[config.mk]
export PLATFORM = sky130hd
export DESIGN_NAME = rtw_eval
export DESIGN_NICKNAME = d
export VERILOG_FILES = /design/src/rtl/rtw_pkg.sv /design/src/rtl/rtw_eval.sv
export SDC_FILE = /design/constraint.sdc
export NUM_CORES = 1
export LEC_CHECK = 0
export ABC_CLOCK_PERIOD_IN_PS = 10150
export BUFFER_PORTS_ARGS = -buffer_cell sky130_fd_sc_hd__buf_2
export CAP_MARGIN = 10
export CORE_MARGIN = 2
export CORE_UTILIZATION = 61
export CTS_CLUSTER_DIAMETER = 30
export CTS_CLUSTER_SIZE = 24
export DETAILED_ROUTE_END_ITERATION = 12
export HOLD_SLACK_MARGIN = 0.1
export MAX_ROUTING_LAYER = met4
export PLACE_DENSITY_LB_ADDON = 0.08
export SYNTH_ARGS = -nofsm -noshare
export SYNTH_HDL_FRONTEND = slang
export SYNTH_SLANG_ARGS = --single-unit
[constraint.sdc]
create_clock -name clk -period 10.15 [get_ports clk]
set_clock_uncertainty 0.15 [all_clocks]
set_input_delay 1.015 -clock clk [delete_from_list [all_inputs] [get_ports clk]]
set_output_delay 1.015 -clock clk [all_outputs]
set_load 0.005 [all_outputs]
[src/rtl/rtw_pkg.sv]
package rtw_pkg;
    localparam int EDGES  = 32;
    localparam int NODES  = 16;
    localparam int WBITS  = 6;
    localparam int RBITS  = 6;
    localparam int EIDX   = $clog2(EDGES);
    localparam int NIDX   = $clog2(NODES);
    localparam int CNTB   = $clog2(EDGES + 1);
    localparam int WRBITS = WBITS + 2;
    localparam int SUMB   = WRBITS + EIDX + 1;

    typedef struct packed {
        logic [NIDX-1:0]  src;
        logic [NIDX-1:0]  dst;
        logic [WBITS-1:0] w;
    } edge_t;

    typedef struct packed {
        logic                    vld;
        logic                    last;
        logic [EIDX-1:0]         idx;
        logic [WBITS-1:0]        w;
        logic signed [RBITS-1:0] r_src;
        logic signed [RBITS-1:0] r_dst;
    } stage_t;

    typedef enum logic [1:0] {
        SEQ_IDLE  = 2'd0,
        SEQ_ISSUE = 2'd1,
        SEQ_DRAIN = 2'd2
    } seq_state_t;

    function automatic logic signed [WRBITS-1:0] retime_weight(
        input logic [WBITS-1:0]        w,
        input logic signed [RBITS-1:0] rs,
        input logic signed [RBITS-1:0] rd
    );
        logic signed [WRBITS-1:0] ws, rse, rde;
        ws  = $signed({2'b00, w});
        rse = rs;
        rde = rd;
        return ws + rde - rse;
    endfunction
endpackage

[src/rtl/rtw_eval.sv]
module rtw_eval
    import rtw_pkg::*;
#(
    parameter bit ENABLE_TOTAL = 1'b1
)(
    input  logic                     clk,
    input  logic                     rst,
    input  logic                     run_start,
    input  logic                     run_empty,
    input  logic                     issue_vld,
    input  logic                     issue_last,
    input  logic [EIDX-1:0]          issue_idx,
    input  edge_t                    issue_edge,
    input  logic signed [RBITS-1:0]  r_src,
    input  logic signed [RBITS-1:0]  r_dst,
    output logic                     res_we,
    output logic [EIDX-1:0]          res_addr,
    output logic signed [WRBITS-1:0] res_data,
    output logic                     done,
    output logic                     legal,
    output logic [EIDX-1:0]          viol_idx,
    output logic                     total_ok
);
    localparam int WMIN = -(1 <<< (RBITS)) + 1;
    localparam int WMAX = (1 <<< WBITS) - 1 + 2 * ((1 <<< (RBITS - 1)) - 1) + 2;

    stage_t                   s1;
    logic signed [WRBITS-1:0] wr;

    always_ff @(posedge clk) begin
        if (rst) s1 <= '0;
        else begin
            s1.vld   <= issue_vld;
            s1.last  <= issue_last;
            s1.idx   <= issue_idx;
            s1.w     <= issue_edge.w;
            s1.r_src <= r_src;
            s1.r_dst <= r_dst;
        end
    end

    assign wr       = retime_weight(s1.w, s1.r_src, s1.r_dst);
    assign res_we   = s1.vld;
    assign res_addr = s1.idx;
    assign res_data = wr;

    always_ff @(posedge clk) begin
        if (rst) begin
            done     <= 1'b0;
            legal    <= 1'b1;
            viol_idx <= '0;
        end else begin
            done <= (s1.vld && s1.last) || run_empty;
            if (run_start) begin
                legal    <= 1'b1;
                viol_idx <= '0;
            end else if (s1.vld && wr < 0 && legal) begin
                legal    <= 1'b0;
                viol_idx <= s1.idx;
            end
        end
    end

    if (ENABLE_TOTAL) begin : g_total
        logic signed [SUMB-1:0] sum_w, sum_wr;
        always_ff @(posedge clk) begin
            if (rst || run_start) begin
                sum_w  <= '0;
                sum_wr <= '0;
            end else if (s1.vld) begin
                sum_w  <= sum_w + $signed({{(SUMB-WBITS){1'b0}}, s1.w});
                sum_wr <= sum_wr + SUMB'(wr);
            end
        end
        assign total_ok = (sum_w == sum_wr);
    end else begin : g_no_total
        assign total_ok = 1'b1;
    end

    p_neg_clears_legal_r2: assert property (@(posedge clk) disable iff (rst)
        (s1.vld && !run_start && wr < 0) |=> !legal);

    p_viol_hold_r3: assert property (@(posedge clk) disable iff (rst)
        (!legal && !run_start) |=> (!legal && $stable(viol_idx)));

    p_done_after_last_r4: assert property (@(posedge clk) disable iff (rst)
        (s1.vld && s1.last) |=> done);

    p_weight_range_r1: assert property (@(posedge clk) disable iff (rst)
        s1.vld |-> (int'(wr) >= WMIN && int'(wr) <= WMAX));
endmodule

==> impl_metrics.env <==
export IMPL_cts_tree="yes"
export IMPL_synth_nets=478
export IMPL_worst_slew_pin_slew_ns=0.882
export IMPL_rsz0062_at_grt="no"
export IMPL_syn_inst=403
export IMPL_crit_arrival_ns=4.76
export IMPL_hold_buffers=0
export IMPL_antenna_found_initial=0
export IMPL_slew_violations=0
export IMPL_antenna_cells=0
export IMPL_yosys_top_cells_count="dfxtp_1 (60), inv_1 (40), nor2_1 (35)"
export IMPL_firstDrtPassIters=4
export IMPL_clkLatencyLatePin_ns=0.33
export IMPL_synthFlopType="dfxtp_1"
export IMPL_initial_core_util_pct=64.3
export IMPL_status="completed"
export IMPL_max_freq_mhz=216
export IMPL_detail_route_antenna_nets=0
export IMPL_drv_cap=0
export IMPL_power_density_nw_per_um2=176
export IMPL_die_w_um=80.6
export IMPL_dieArea_sq_um=6500
export IMPL_n_fill_cell=436
export IMPL_cts_root_buffer="clkbuf_8"
export IMPL_grt_start_max_net_pins=35
export IMPL_numCtsBuffers=9
export IMPL_viasPerCell=5.45
export IMPL_final_core_util_pct=72.7
export IMPL_synth_area_sq_um=3580
export IMPL_grt_pass1_wl_mm=12.6
export IMPL_cp_required_ns=10.28
export IMPL_synth_top_area_share_pct=33.5
export IMPL_ys_ff_latch=60
export IMPL_crit_path_start_kind="register"
export IMPL_synth_edf_count=0
export IMPL_p_leak_nw=1.80
export IMPL_stdcell_area_sq_um=4050
export IMPL_fin_crit_ns=4.62
export IMPL_io_buffer_count=50
export IMPL_critPathKind="register to register"
export IMPL_ys_warn_count=0
export IMPL_wl_per_cell_um=14.0
export IMPL_hold_class="register to register"
export IMPL_relSlewSlack_pct=41.2
export IMPL_die_h_um=80.6
export IMPL_synthArstFlopShare_pct=0
export IMPL_drt_wl_total_mm=7.29
export IMPL_dp_cells=506
export IMPL_drc=0
export IMPL_synthTopCellsByArea="dfxtp_1 (34%), ha_1 (10%), xnor2_1 (6.4%)"
export IMPL_grt_pass1_vias=2799
export IMPL_post_route_period_util_pct=45.5
export IMPL_cts_sinks=60
export IMPL_dpl_cell_area_sq_um=3800
export IMPL_globalRouteOverflowTotal=0
export IMPL_core_region_area_sq_um=5570
export IMPL_yosys_area_top_type="dfxtp_1"
export IMPL_io_pins=59
export IMPL_endpoint_kind="register"
export IMPL_syn2layout_area_growth_pct=13.1
export IMPL_dp_hpwl_mm=5.30
export IMPL_syn_avg_cell_area_sq_um=8.89
export IMPL_synth_cell_types=48
export IMPL_drive_above_1_share_pct=16.4
export IMPL_finalNonFillerCells=522
export IMPL_routabilityCongestion=0.851
export IMPL_setup_viol=0
export IMPL_grt_usage_pct=25.8
export IMPL_final_nets=520
export IMPL_cts_repair_resized=0
export IMPL_drt_iter0_markers=94
export IMPL_rows=27
export IMPL_cts_setup_buffers=0
export IMPL_setup_tns_ns=0
export IMPL_hold_violations=0
export IMPL_post_synth_top_count_cell="dfxtp_1"
export IMPL_cp_max_fo=11
export IMPL_irDropWorstVdd_mv=0.134
export IMPL_vias=2846
export IMPL_clockBufferDepth=2
export IMPL_h_tree_depth=3
export IMPL_path_clk_slew_ns=0.08
export IMPL_synth_seq_area_share_pct=33.5
==> critical path, stage by stage, from the launching register on <==
cell,delay [ns]
dfxtp_1,0.34
inv_1,0.09
fa_1,0.54
inv_1,0.06
ha_1,0.32
a211oi_2,0.35
o2111ai_1,0.20
a221oi_2,0.79
ha_1,0.44
a21oi_1,0.22
nand2_1,0.08
a221o_1,0.37
or3_1,0.34
a31oi_1,0.18
a41o_1,0.10
==> kinds of logic after synthesis <==
group / after synthesis / synth area share [%]
AOI/OAI and AO/OA: 82 / 15.6
adders and majority gates: 38 / 15.2
buffers and inverters: 61 / 7.82
xor gates and xnor gates: 31 / 7.58
DFF: 60 / 33.5
muxes: 11 / 3.07
and+or+nand+nor: 120 / 17.2
==> flip-flops by register name, summed over array words and instances (netlist names) <==
signal and cells:
done 1, g_total.sum_w 14, g_total.sum_wr 14, legal 1, res_addr 5, res_we 1, s1 19, viol_idx 5
==> cell type report <==
cell class / count / area [sq um] / area share (%)
Multi-Input combinational cell: 282 / 2100 / 51.9
Sequential cell: 60 / 1200 / 29.7
Timing Repair Buffer: 51 / 258 / 6.36
Inverter: 41 / 154 / 3.80
Clock buffer: 9 / 124 / 3.06
Clock inverter: 7 / 123 / 3.03
Tap cell: 72 / 90.1 / 2.22
==> stage by stage <==
| stage | hold slack, ns | setup slack, ns | power (mW) |
|---|---|---|---|
| floorplan | 0.283 | 6.08 | 0.400 |
| global placement | 0.289 | 5.73 | 0.441 |
| detailed placement | 0.300 | 5.62 | 0.447 |
| CTS | 0.311 | 5.58 | 0.714 |
| global route | 0.343 | 5.26 | 0.748 |
| finish | 0.314 | 5.53 | 0.711 |
==> final timing paths <==
check,startpoint,to,slack [ns],depth (start not counted)
setup / recovery,s1[13],g_total.sum_wr[13],5.53,14
hold / removal,legal,legal,0.31,2
setup reg to reg,s1[13],g_total.sum_wr[13],5.53,14
hold reg to reg,legal,legal,0.31,2
==> power breakdown <==
| part | internal [mW] | switching (mW) | leakage, nW |
|---|---|---|---|
| clock network | 0.164 | 0.104 | 0.116 |
| registers | 0.245 | 0.00741 | 0.492 |
| logic | 0.0825 | 0.108 | 1.19 |
| total | 0.492 | 0.219 | 1.80 |
==> placed cells by master (no fill, tap or decap), types with 2 or more instances in the layout <==
master / n
dfxtp_1: 60
buf_2: 50
inv_1: 40
nor2_1: 35
ha_1: 29
nor2b_1: 28
xnor2_1: 26
a21oi_1: 22
nand2_1: 15
o21ai_0: 12
mux2i_1: 11
a21o_1: 9
nor3_1: 9
fa_1: 9
clkbuf_8: 9
nand3_1: 8
a211oi_1: 8
nand4_1: 7
o211ai_1: 6
xor2_1: 5
o21a_1: 4
or3_1: 4
o21bai_1: 4
and3_1: 3
or4_1: 3
bufinv_16: 3
o2111ai_1: 2
or2_2: 2
o311ai_0: 2
o22ai_1: 2
a31o_2: 2
clkinvlp_4: 2
==> metal layers <==
metal	routed length [um]	GRT usage, %	vias up	share of wire [%]
met5	0	-	-	0
met4	63	9.32	0	0.86
met3	300	3.71	7	4.1
met2	3310	40.8	61	45
met1	3620	33.9	1314	50
li1	-	-	1464	-
No activity file was read; power rests on OpenSTA's default activity.
